===== config.mk =====
export PLATFORM = sky130hd
export DESIGN_NAME = boot_mode_loader
export DESIGN_NICKNAME = d
export VERILOG_FILES = /design/src/rtl/boot_mode_pkg.sv /design/src/rtl/bml_sync.sv /design/src/rtl/bml_clk_div.sv /design/src/rtl/bml_capture.sv /design/src/rtl/boot_mode_loader.sv
export SDC_FILE = /design/constraint.sdc
export NUM_CORES = 1
export LEC_CHECK = 0
export BUFFER_PORTS_ARGS = -buffer_cell sky130_fd_sc_hd__buf_2
export CORE_MARGIN = 5
export CORE_UTILIZATION = 40
export CTS_CLUSTER_SIZE = 24
export DETAILED_ROUTE_END_ITERATION = 8
export PLACE_DENSITY = 0.7
export REMOVE_ABC_BUFFERS = 1
export SYNTH_ARGS = -nofsm -noshare
export SYNTH_HDL_FRONTEND = slang
export SYNTH_SLANG_ARGS = --single-unit
export TNS_END_PERCENT = 5

===== constraint.sdc =====
create_clock -name clk_i -period 2 [get_ports clk_i]
set_input_delay 0.2 -clock clk_i [delete_from_list [all_inputs] [get_ports clk_i]]
set_output_delay 0.2 -clock clk_i [all_outputs]
set_load 0.01 [all_outputs]

===== src/rtl/boot_mode_pkg.sv =====
package boot_mode_pkg;
  localparam int unsigned MODE_BITS_DEF = 256;
  localparam int unsigned DIV_DEF       = 256;
  localparam int unsigned SYNC_STAGES   = 2;

  typedef enum logic [1:0] {
    LD_IDLE,
    LD_SHIFT,
    LD_LAST,
    LD_DONE
  } load_state_e;
endpackage


===== src/rtl/bml_sync.sv =====
module bml_sync #(
  parameter int unsigned STAGES = 2
) (
  input  logic clk_i,
  input  logic rst_ni,
  input  logic d_i,
  output logic q_o
);
  logic [STAGES-1:0] stage_q;

  generate
    for (genvar g = 0; g < STAGES; g++) begin : g_stage
      if (g == 0) begin : g_first
        always_ff @(posedge clk_i or negedge rst_ni) begin
          if (!rst_ni) stage_q[g] <= 1'b0;
          else         stage_q[g] <= d_i;
        end
      end else begin : g_rest
        always_ff @(posedge clk_i or negedge rst_ni) begin
          if (!rst_ni) stage_q[g] <= 1'b0;
          else         stage_q[g] <= stage_q[g-1];
        end
      end
    end
  endgenerate

  assign q_o = stage_q[STAGES-1];
endmodule


===== src/rtl/bml_clk_div.sv =====
module bml_clk_div #(
  parameter int unsigned DIV = 256
) (
  input  logic clk_i,
  input  logic rst_ni,
  output logic ser_clk_o,
  output logic tick_o
);
  localparam int unsigned CW   = (DIV > 2) ? $clog2(DIV) : 1;
  localparam int unsigned HALF = DIV / 2;
  localparam logic [CW-1:0] LAST_C    = CW'(DIV - 1);
  localparam logic [CW-1:0] HALF_C    = CW'(HALF);
  localparam logic [CW-1:0] HALF_M1_C = CW'(HALF - 1);

  logic [CW-1:0] cnt_q, cnt_nxt;
  logic          ser_clk_q;

  always_comb begin
    cnt_nxt = (cnt_q == LAST_C) ? '0 : cnt_q + 1'b1;
  end

  always_ff @(posedge clk_i or negedge rst_ni) begin
    if (!rst_ni) begin
      cnt_q     <= '0;
      ser_clk_q <= 1'b0;
    end else begin
      cnt_q     <= cnt_nxt;
      ser_clk_q <= (cnt_nxt >= HALF_C);
    end
  end

  // sample strobe aligned with the rising edge of ser_clk_o
  assign tick_o    = (cnt_q == HALF_M1_C);
  assign ser_clk_o = ser_clk_q;
endmodule


===== src/rtl/bml_capture.sv =====
module bml_capture
  import boot_mode_pkg::*;
#(
  parameter int unsigned MODE_BITS = 256
) (
  input  logic                 clk_i,
  input  logic                 rst_ni,
  input  logic                 pg_i,
  input  logic                 tick_i,
  input  logic                 data_i,
  output logic [MODE_BITS-1:0] mode_o,
  output logic                 done_o
);
  localparam int unsigned BW = (MODE_BITS > 2) ? $clog2(MODE_BITS) : 1;
  localparam logic [BW-1:0] LAST_IDX = BW'(MODE_BITS - 1);

  load_state_e          state_q;
  logic [BW-1:0]        idx_q;
  logic [MODE_BITS-1:0] mode_q;
  logic                 take;

  assign take = pg_i && (state_q == LD_SHIFT) && tick_i;

  always_ff @(posedge clk_i or negedge rst_ni) begin
    if (!rst_ni) begin
      state_q <= LD_IDLE;
      idx_q   <= '0;
    end else if (!pg_i) begin
      state_q <= LD_IDLE;
      idx_q   <= '0;
    end else begin
      unique case (state_q)
        LD_IDLE:  state_q <= LD_SHIFT;
        LD_SHIFT: if (tick_i) begin
          if (idx_q == LAST_IDX) state_q <= LD_LAST;
          else                   idx_q   <= idx_q + 1'b1;
        end
        LD_LAST:  state_q <= LD_DONE;
        LD_DONE:  state_q <= LD_DONE;
        default:  state_q <= LD_IDLE;
      endcase
    end
  end

  // indexed write: one bit per capture, untouched bits keep their value
  generate
    for (genvar b = 0; b < MODE_BITS; b++) begin : g_bit
      always_ff @(posedge clk_i or negedge rst_ni) begin
        if (!rst_ni)                         mode_q[b] <= 1'b0;
        else if (take && idx_q == BW'(b))    mode_q[b] <= data_i;
      end
    end
  endgenerate

  assign mode_o = mode_q;
  assign done_o = (state_q == LD_DONE);
endmodule


===== src/rtl/boot_mode_loader.sv =====
module boot_mode_loader
  import boot_mode_pkg::*;
#(
  parameter int unsigned MODE_BITS = MODE_BITS_DEF,
  parameter int unsigned DIV       = DIV_DEF
) (
  input  logic                 clk_i,
  input  logic                 rst_ni,
  input  logic                 pwr_good_i,
  input  logic                 ser_data_i,
  output logic                 ser_clk_o,
  output logic [MODE_BITS-1:0] mode_o,
  output logic                 done_o
);
  logic pg_sync;
  logic tick;

  bml_sync #(.STAGES(SYNC_STAGES)) u_sync (
    .clk_i (clk_i),
    .rst_ni(rst_ni),
    .d_i   (pwr_good_i),
    .q_o   (pg_sync)
  );

  bml_clk_div #(.DIV(DIV)) u_div (
    .clk_i    (clk_i),
    .rst_ni   (rst_ni),
    .ser_clk_o(ser_clk_o),
    .tick_o   (tick)
  );

  bml_capture #(.MODE_BITS(MODE_BITS)) u_cap (
    .clk_i (clk_i),
    .rst_ni(rst_ni),
    .pg_i  (pg_sync),
    .tick_i(tick),
    .data_i(ser_data_i),
    .mode_o(mode_o),
    .done_o(done_o)
  );
endmodule


==> After elaboration in Yosys (flattened, before gate mapping) <==
Index checks and enable logic that the tools add are counted.
{ "classes": {"magnitude_cmp": 1, "n_addsub": 2, "n_mux": 9, "n_eq_ne": 265, "reduce_logical": 263} }
{ "ops": {"columns": ["cell", "count"], "rows": [
  ["== test 8 bit (second input constant)", 129],
  ["== test 8 x 7 -> 1 bit (second input constant)", 65],
  ["logical AND 1 bit", 258],
  ["== test 8 x 6 -> 1 bit (second input constant)", 32],
  ["== test 8 x 5 -> 1 bit (second input constant)", 16],
  ["== test 8 x 4 -> 1 bit (second input constant)", 8],
  ["two-way mux 8 bit", 5],
  ["== test 8 x 3 -> 1 bit (second input constant)", 4],
  ["adder 8 x 1 -> 8 bit (second input constant)", 2],
  ["== test 8 x 2 -> 1 bit (second input constant)", 2],
  ["== test 8 x 1 -> 1 bit (second input constant)", 1],
  [">= comparator 8 bit (second input constant)", 1],
  ["logical NOT 8 bit", 1],
  ["two-way mux 2 bit", 3],
  ["one-hot mux 2 bit (3 select lines)", 1],
  ["== test 2 bit (second input constant)", 2],
  ["!= test 2 x 1 -> 1 bit (second input constant)", 2],
  ["!= test 3 x 2 -> 1 bit (second input constant)", 1],
  ["!= test 3 bit (second input constant)", 1],
  ["AND reduction 3 bit", 1],
  ["== test 2 x 1 -> 1 bit (second input constant)", 1],
  ["logical NOT 2 bit", 1],
  ["!= test 2 bit (second input constant)", 1],
  ["AND reduction 2 bit", 1],
  ["OR reduction 2 bit", 1]
]} }
{ "word_totals": {"output_inout_bits": 258, "inputBits": 4, "register_bits": 277, "word_cells": 802} }

==> Longest topological paths before layout <==
Gate-level depths: netlist of run 1.
{ "depth": {"ltp_word": 5, "ltp_mapped": 8, "mapped_depth_nobuf": 5} }

==> By module <==
Synthesis of run 1 repeated with hierarchy kept, for this count alone.
{ "hier_totals": {"hier_cells": 1040, "hier_area_um2": 13068.8} }
{ "modules_own_cells": {"columns": ["mod", "area_each_um2", "cells_each", "n_inst", "seq_area_each_um2"], "rows": [
  ["bml_capture", 12623.4, 1005, 1, 6656.4],
  ["bml_clk_div", 395.4, 33, 1, 225.2],
  ["bml_sync", 50.0, 2, 1, 50.0]
]} }

==> Least setup slack after synthesis of run 1 <==
OpenSTA, ideal clock, no wires.
{ "synth_timing": {"path_kind": "reg-to-reg", "startpoint": "register u_div.cnt_q[0]", "endpoint": "register u_cap.mode_q[244], in the netlist u_cap.mode_o[244]", "required_time_ns": 1.872, "setup_ns": 0.128, "n_path_buf": 3, "t_arrival_ns": 2.013, "slack_ns": -0.141, "stages_incl_launch_ff": 9, "path_cell_list": "dfrtp_1 ha_1 nand3_2 buf_6 or4_4 buf_6 buf_12 nor2_4 mux2_1"} }
{ "synth_between": {"elab_chain_cells": 3} }
{ "synth_rtl": {"columns": ["item", "line", "text"], "rows": [
  ["start: declaration", "bml_clk_div.sv:15", "logic [CW-1:0] cnt_q, cnt_nxt;"],
  ["start signal: assignment", "bml_clk_div.sv:27", "cnt_q <= cnt_nxt;"],
  ["== test 8 x 7 -> 1 bit", "bml_clk_div.sv:33", "assign tick_o = (cnt_q == HALF_M1_C);"],
  ["logical AND 1 bit", "bml_capture.sv:22", "assign take = pg_i && (state_q == LD_SHIFT) && tick_i;"],
  ["logical AND 1 bit", "bml_capture.sv:50", "else if (take && idx_q == BW'(b)) mode_q[b] <= data_i;"],
  ["end signal: indexed assignment", "bml_capture.sv:50", null],
  ["end: declaration", "bml_capture.sv:19", "logic [MODE_BITS-1:0] mode_q;"]
]} }
No other way between the ends.
A chain may end at the register's enable or synchronous reset.

==> Worst setup path after layout of run 1 <==
{ "layout_timing": {"startpoint": "register u_cap.idx_q[5]", "endpoint": "register u_cap.mode_q[89], in the netlist u_cap.mode_o[89]"} }
{ "layout_between": {"elab_chain_cells": 2} }
{ "layout_rtl": {"columns": ["item", "line", "text"], "rows": [
  ["start: declaration", "bml_capture.sv:18", "logic [BW-1:0] idx_q;"],
  ["start signal: assignment", "bml_capture.sv:36", "else idx_q <= idx_q + 1'b1;"],
  ["== test 8 x 7 -> 1 bit", "bml_capture.sv:50", null],
  ["logical AND 1 bit", "bml_capture.sv:50", null]
]} }
No other way between the ends.

==> results_dict.tcl, run 1 <==
set metrics [dict create \
    synth_top_area_cell "dfrtp_1" \
    yosys_warnings 0 \
    synth.top_cell.area_share_pct 56.7 \
    cts_max_path_buffers 3 \
    synth_xor_area_share_pct 0.216 \
    cp-end-kind "flop" \
    ys_seq_area_share_pct 56.7 \
    die_x_um 185 \
    ant_nets 0 \
    grt_first_pass_wirelength_mm 55.7 \
    die-area_um2 34100 \
    synth_ff_type "dfrtp_1" \
    synth_edf_count 0 \
    synth_area_um2 12200 \
    tritoncts "done" \
    yosys.area_share.simple_pct 14.9 \
    hold_viol_final 0 \
    worstHoldPathType "in2async" \
    htree_levels 1 \
    fin_tns_setup_ps -0.257 \
    setup.worst_path.start_class "flop" \
    drt-total-wl_mm 36.5 \
    drive_gt1_share_pct 50.3 \
    fillers 2635 \
    fmax_mhz 500 \
    grt-ovfl-total 0 \
    viasPerCell 5.21 \
    fin_cells 1763 \
    synth_cell_types 48 \
    clock_skew_ps 11.3 \
    yosysMostFrequentCell "dfrtp_1" \
    finalWorstSetupSlack_ps -0.257 \
    track_usage_pct 20.8 \
    p_per_area_nw_per_um2 748 \
    core_um2 30300 \
    pin_count 262 \
    clockRootBuffer "clkbuf_16" \
    synthTopCellsByCount "276 x dfrtp_1, 216 x mux2_2, 211 x nor2_1" \
    antenna_cells 0 \
    synth_compound_area_share_pct 2.27 \
    reg2regPathDepth 6 \
    clk_pin_slew_ps 70 \
    layout.nets 1353 \
    antenna_found_initial 0 \
    timing.rr.start "u_cap.idx_q[5]" \
    rsz0062_at_grt "yes" \
    drtIter0Drc 681 \
    crit_start "u_cap.idx_q[5]" \
    async_flop_share_pct 100 \
    initial_utilization_pct 40.2 \
    synth.area.top_cells "dfrtp_1 57%, mux2_2 20%, nor2_1 6.5%, mux2_1 1.7%, clkbuf_1 1.4%" \
    synth_top_family_by_area "multiplexers" \
    synthMuxAreaShare_pct 21.7 \
    tightest_slew_ps 642 \
    clock_latency_ps 550 \
    p_leak_uw 0.00790 \
    required_ps 2430 \
    finalCritPeriodShare_pct 100 \
    synthesis.instances 1029 \
    rows 64 \
    total_power_uw 11800 \
    slew_headroom_pct 56.8 \
    drc 0 \
    grt_max_degree 61 \
    synth-adder-area-share_pct 0.513 \
    setup_viol_count_final 1 \
    placed_cells 1699 \
    post-route-min-period_ps 2000 \
    dp_hpwl_mm 24.5 \
    violations "negative setup slack" \
    dpl_cell_area_um2 14500 \
    syn_to_final_growth_pct 29.7 \
    slew_viol_final 0 \
    cts_buffers 29 \
    crit_path_max_fanout 16 \
    io_buffers 261 \
    setup.worst_path.class "reg2reg" \
    cts_sinks 276 \
    irDropWorstVdd_mv 0.545 \
    ys_seq_elements 276 \
    avgSynthCellArea_um2 11.8 \
    gp_congestion 0.862 \
    status "complete, but fails checks" \
    vias 9190 \
    wl_per_cell_um 20.7 \
    arrival_ps 2430 \
    maxCapViolCount 0 \
    grt_pass1_vias 9262 \
    firstDrtPassIters 5 \
    die_h_um 185 \
    final_area_um2 15800 \
]
per-layer routing:
metal  track usage, %  share of wire, %  up-vias
li1                 -                 -     4164
met1             28.1                42     4630
met2             33.4                47      336
met3             5.11               8.3       60
met4             6.03               2.7        0
met5                0                 0        -
power by group:
part           total [uW]  internal, uW  switching [uW]
registers            5600          5590            7.32
logic                 263          62.1             201
clock network        5950          3700            2260
total               11800          9350            2460
per-stage QoR:
step | utilization [%] | hold WS (ps) | setup slack (ps)
after floorplan | - | -95.6 | -200
after global placement | 47.7 | 139 | -33.4
after detailed placement | 47.7 | 143 | -104
after CTS | 51.4 | 150 | 0.699
after global routing | 52.1 | 192 | -52.2
final | 52.1 | 160 | -0.257
worst max-delay path, stage by stage (launching register included):
cell and delay, ps:
dfrtp_2 470, buf_4 190, nor4bb_2 330, nand4_1 200, buf_12 210, nor2_1 120
mux2_2 350
kinds of logic (layout without fill, tap and decap cells):
logic type                 Yosys count  after routing
AOI/OAI and AO/OA                   47             47
xor gates and xnor gates             3              3
adders and majority gates            5              5
buffers and inverters               90            428
DFF                                276            276
muxes                              235            235
and+or+nand+nor                    373            373
cell usage in the layout, fill, tap and decap left out, types with 4 or more instances in the layout:
cell       count
buf_6         10
a31oi_1        4
bufinv_16      6
dfrtp_1      270
nand4_1       17
inv_1          4
nor4b_2        5
nor3_1        17
buf_2        261
clkbuf_8       7
nor4_1         4
nor2_1       197
dfrtp_2        6
nor2_2        14
o21ai_0       24
nor4bb_2       4
buf_4         80
clkbuf_1       6
a21oi_1        7
or4_1          4
o31ai_1        4
nand3_1       27
mux2_1        18
clkinv_2       4
nor2_4        10
nor2b_1        4
and3_1         4
mux2_2       216
clkbuf_16     29
buf_12        14
nand2_1       39
what timing repair did:
item / in CTS / in global routing
gates cloned: 0 / 2
hold buffers: 2 / 0
gates resized for setup: 9 / 43
hold endpoints to repair: 216 / 0
setup buffers: 2 / 4
pin swaps: 3 / 6
endpoints found under the setup margin: 94 / 171
path summary, 6_finish.rpt:
kind                                      to  slack [ps]
min                         u_cap.mode_o[94]         160
min reg2reg                       u_sync.q_o         360
min in group clk_i           u_cap.mode_o[4]         210
max in group asynchronous  u_cap.mode_o[230]        1070
max reg2reg                 u_cap.mode_o[89]        -0.3
max                         u_cap.mode_o[89]        -0.3
cell type report:
type	count	area (um2)	share of cell area (%)
Clock buffer	42	845	5.35
Clock inverter	12	218	1.38
Inverter	5	18.8	0.119
Timing Repair Buffer	369	2350	14.9
Tap cell	396	495	3.14
Multi-Input combinational cell	663	4960	31.4
Sequential cell	276	6910	43.8
registers in the layout, summed over array words and instances (netlist names):
signal	cells
u_sync.q_o	1
u_div.cnt_q	8
u_cap.idx_q	8
u_cap.mode_o	256
u_cap.state_q	2
u_sync.stage_q	1
No activity file was read; power rests on OpenSTA's default activity.
==> inputs of run 2 (changes only) <==
Settings changed: RECOVER_POWER set to 100.
==> results_dict.tcl, run 2 (synthesized netlist as in run 1, its figures left out) <==
set metrics [dict create \
    vias 9216 \
    comb_power_share_pct 2.1 \
    grt_first_pass_wirelength_mm 55.7 \
    clock_skew_ps 11.1 \
    dr_wl_met3_mm 3.04 \
    drc 0 \
    drt-met1-wl_mm 15.1 \
    p_per_area_nw_per_um2 748 \
    netSwitchingFraction_pct 20.8 \
    seqCellArea_um2 6910 \
    finalWorstSetupSlack_ps -5.50 \
    fin_cells 1763 \
    placed_cells 1699 \
    final_util_pct 51.9 \
    gp_congestion 0.862 \
    hold_viol_final 0 \
    internal-power_uw 9340 \
    required_ps 2430 \
    rows 64 \
    die_h_um 185 \
    dp_hpwl_mm 24.5 \
    io_buffers 261 \
    rsz0062_at_grt "yes" \
    clk_pin_slew_ps 60 \
    cts_max_path_buffers 3 \
    setup.worst_path.class "reg2reg" \
    pre_cts_ws_ps -104 \
    die-area_um2 34100 \
    worstHoldPathType "in2reg" \
    grt_pass1_vias 9262 \
    grt-ovfl-total 0 \
    setup_viol_count_final 2 \
    final_area_um2 15800 \
    track_usage_pct 20.8 \
    power_switching_uw 2460 \
    crit_path_max_fanout 13 \
    antenna_cells 0 \
    p_leak_uw 0.00789 \
    antenna_found_initial 0 \
    layout.nets 1353 \
    fillers 2643 \
    firstDrtPassIters 5 \
    multi_input_area_um2 4960 \
    irDropWorstVdd_mv 0.545 \
    drt-total-wl_mm 36.5 \
    mostFrequentLayoutCell "dfrtp_1" \
    cp-end-kind "flop" \
    htree_levels 1 \
    tritoncts "done" \
    wl_per_cell_um 20.7 \
    largest_register_ffs 256 \
    core_um2 30300 \
    violations "negative setup slack" \
    pin_count 262 \
    arrival_ps 2430 \
    fmax_mhz 499 \
    tightest_slew_ps 1290 \
    mostFrequentLayoutCells "270 x dfrtp_1, 261 x buf_2, 216 x mux2_2" \
    cts_buffers 29 \
    drtIter0Drc 685 \
    clock_power_share_pct 50.4 \
    status "complete, but fails checks" \
    ant_nets 0 \
    slew_viol_final 0 \
    dpl_cell_area_um2 14500 \
    die_x_um 185 \
    drive_gt1_share_pct 50.3 \
    viasPerCell 5.23 \
    routed.top_layer "met4" \
    finalCritPeriodShare_pct 100 \
    clock_latency_ps 550 \
    setup.worst_path.start_class "flop" \
    route.met2.wl_mm 17.3 \
    initial_utilization_pct 40.2 \
    cts_sinks 276 \
    syn_to_final_growth_pct 29.3 \
    post-route-min-period_ps 2010 \
    slew_headroom_pct 14.2 \
    seq_power_share_pct 47.4 \
    clockRootBuffer "clkbuf_16" \
    grt_max_degree 61 \
    maxCapViolCount 0 \
]
run 2: changes by cell type in the layout (fill, tap and decap cells not counted):
cell / change
buf_12: -3
clkbuf_2: +2
buf_4: -2
clkbuf_4: +1
buf_8: -1
buf_6: +3
run 2: final cells by class:
class / count / share of cell area [%]
inverters: 5 / 0.119
clock buffers: 42 / 5.36
flip-flops and latches: 276 / 43.9
clock inverters: 12 / 1.38
multi-input cells: 663 / 31.5
well taps: 396 / 3.14
repair buffers: 369 / 14.7
run 2: layer usage:
metal  GRT usage, %  vias up
met5              0        -
met4           6.03        0
met3           5.11       59
met2           33.4      341
met1           28.1     4647
li1               -     4169
run 2: timing repair:
action                                  CTS  global route
gates cloned                              0             2
endpoints found under the setup margin   94           171
gates resized for setup                   9            43
setup buffers                             2             4
hold buffers                              2             0
hold endpoints to repair                216             0
pin swaps                                 3             6
run 2: power by group through the flow:
stage | Sequential [uW] | Combinational (uW) | Clock, uW
2_1_floorplan | 5700 | 18.6 | 0
5_1_grt | 5590 | 286 | 6340
4_1_cts | 5590 | 268 | 6070
3_3_place_gp | 5700 | 260 | 0
3_5_place_dp | 5700 | 264 | 0
6_report | 5600 | 252 | 5950
run 2: worst paths after layout:
| check | cells past startpoint | to | start | slack, ps |
|---|---|---|---|---|
| setup reg to reg | 7 | u_cap.mode_o[73] | u_div.cnt_q[0] | -6 |
| setup / recovery | 7 | u_cap.mode_o[73] | u_div.cnt_q[0] | -6 |
| max in group asynchronous | 3 | u_cap.mode_o[16] | rst_ni | 360 |
| hold / removal | 2 | u_cap.mode_o[5] | ser_data_i | 210 |
| min in group asynchronous | 2 | u_cap.mode_o[94] | rst_ni | 480 |
| hold reg to reg | 0 | u_sync.q_o | u_sync.stage_q[0] | 360 |
run 2: per-stage QoR:
step,total power (uW),setup TNS [ps],hold slack [ps]
after global routing,12200,-1670,214
final,11800,-8.04,213
after global placement,5960,-398,139
after detailed placement,5960,-2310,143
after floorplan,5720,-32370,-95.6
after CTS,11900,0,150
run 2: worst max-delay path, stage by stage, from the launching register on:
cell and delay (ps):
dfrtp_1 350, ha_2 230, and3_4 240, buf_4 150
nand4_1 150, buf_4 250, nor2_1 150, mux2_2 350
==> inputs of run 3 (changes only) <==
Settings changed: PLACE_DENSITY 0.7 to 0.62.
==> results_dict.tcl, run 3 (synthesized netlist as in run 1, its figures left out) <==
set metrics [dict create \
    drc 0 \
    dp_hpwl_mm 24.2 \
    grt_first_pass_wirelength_mm 54.9 \
    rows 64 \
    hp-start "ser_data_i" \
    die-area_um2 34100 \
    clk_pin_slew_ps 60 \
    rsz0062_at_grt "yes" \
    drtIter0Drc 483 \
    setup.worst_path.start_class "flop" \
    syn_to_final_growth_pct 29.4 \
    cp-end-kind "flop" \
    cts_sinks 276 \
    fillers 2725 \
    mostFrequentLayoutCell "dfrtp_1" \
    reg2reg_slack_ps -10 \
    gp_congestion 0.839 \
    fin_tns_setup_ps -22.8 \
    drive_gt1_share_pct 50.8 \
    grt-ovfl-total 0 \
    worstHoldPathType "in2reg" \
    crit_path_max_fanout 7 \
    largest_register_ffs 256 \
    die_h_um 185 \
    fmax_mhz 497 \
    seqCellArea_um2 6920 \
    timing.rr.start "u_div.cnt_q[1]" \
    wl_per_cell_um 20.5 \
    slew_viol_final 0 \
    p_leak_uw 0.00787 \
    multi_input_area_um2 5020 \
    post-route-min-period_ps 2010 \
    finalWorstSetupSlack_ps -12.6 \
    irDropWorstVdd_mv 0.531 \
    core_um2 30300 \
    cts_buffers 29 \
    layout.nets 1361 \
    grt_max_degree 89 \
    p_per_area_nw_per_um2 720 \
    max_stage_delay_ps 590 \
    setup.worst_path.class "reg2reg" \
    antenna_cells 0 \
    htree_levels 1 \
    maxCapViolCount 0 \
    vias 8975 \
    setup_viol_count_final 4 \
    arrival_ps 2440 \
    cts_max_path_buffers 3 \
    antenna_found_initial 0 \
    finalCritPeriodShare_pct 101 \
    mostFrequentLayoutCells "269 x dfrtp_1, 259 x buf_2, 210 x mux2_2" \
    tightest_slew_ps 1290 \
    viasPerCell 5.07 \
    slew_headroom_pct 13.9 \
    firstDrtPassIters 6 \
    min_to "u_cap.mode_o[210]" \
    required_ps 2420 \
    violations "negative setup slack" \
    io_buffers 261 \
    die_x_um 185 \
    drt-total-wl_mm 36.2 \
    clockRootBuffer "clkbuf_16" \
    reg2regPathDepth 6 \
    tritoncts "done" \
    min_path_cells 3 \
    pin_count 262 \
    crit_slowest_cell "or4_4" \
    r2r-end "u_cap.mode_o[240]" \
    clock_latency_ps 550 \
    initial_utilization_pct 40.2 \
    pre_cts_ws_ps -118 \
    track_usage_pct 20.3 \
    hold_viol_final 0 \
    clock_skew_ps 24.2 \
    grt_pass1_vias 9224 \
    ant_nets 0 \
    path_cells "ha_4 > nand3_4 > buf_4 > or4_4 > nor2_4 > mux2_1" \
    status "complete, but fails checks" \
]
run 3: changes by cell type in the layout (fill, tap and decap cells not counted), moves of 4 or more:
cell,previous run,this run
o21ai_1,0,4
nor2_1,197,190
nor2_2,14,19
mux2_2,216,210
mux2_4,0,9
buf_4,78,91
buf_6,13,8
o21ai_0,24,20
run 3: area by class of cell:
class / count / area share, %
flip-flops and latches: 276 / 43.9
multi-input cells: 665 / 31.9
clock inverters: 10 / 0.817
well taps: 396 / 3.14
clock buffers: 42 / 5.36
inverters: 5 / 0.119
repair buffers: 375 / 14.8
run 3: metal layers:
| metal | up-vias | share of wire (%) | global-route usage [%] |
|---|---|---|---|
| met3 | 44 | 7.1 | 5.11 |
| li1 | 4194 | - | - |
| met5 | - | 0 | 0 |
| met2 | 238 | 47 | 33.3 |
| met4 | 0 | 2.3 | 4.26 |
| met1 | 4499 | 43 | 27.6 |
run 3: how the worst max path moves through the flow:
stage | start | to | slack, ps | cells after the start
2_1_floorplan | u_div.cnt_q[0] | u_cap.mode_o[176] | -200 | 5
3_3_place_gp | u_cap.idx_q[7] | u_cap.mode_o[177] | -100 | 5
3_5_place_dp | u_cap.idx_q[6] | u_cap.mode_o[177] | -120 | 5
4_1_cts | u_cap.idx_q[7] | u_cap.mode_o[67] | -10 | 6
5_1_grt | u_div.cnt_q[7] | u_cap.mode_o[113] | -70 | 5
6_report | u_div.cnt_q[1] | u_cap.mode_o[240] | -10 | 6
run 3: stage by stage:
| step | power [uW] | utilization (%) | hold WS, ps | std cells | cell area (um2) |
|---|---|---|---|---|---|
| 3_5_place_dp | 5950 | 47.5 | 146 | 1696 | 14400 |
| 6_report | 11300 | 51.9 | 191 | 1769 | 15800 |
| 2_1_floorplan | 5720 | - | -95.6 | 944 | 11800 |
| 4_1_cts | 11500 | 50.9 | 168 | 1752 | 15400 |
| 5_1_grt | 11700 | 51.9 | 206 | 1769 | 15800 |
| 3_3_place_gp | 5950 | 47.5 | 149 | 1696 | 14400 |
run 3: timing repair:
action,in CTS,in global routing
setup buffers,2,13
hold buffers,2,0
gates cloned,0,4
pin swaps,1,10
hold endpoints to repair,97,0
setup endpoints to repair,50,164
resized for setup,6,65
run 3: critical path: cells and delay by family (launching register included):
kind / cells / cell delay (ps)
adder cells (fa/ha/maj): 1 / 170
buffers and inverters: 1 / 170
flip-flops: 1 / 390
multiplexers: 1 / 330
AND/OR/NAND/NOR: 3 / 830
run 3: power by group:
group	leakage, uW	internal (uW)	total [uW]	switching (uW)
clock	0.000485	3300	5500	2200
combinational	0.00367	51.8	254	203
sequential	0.00371	5590	5600	6.65
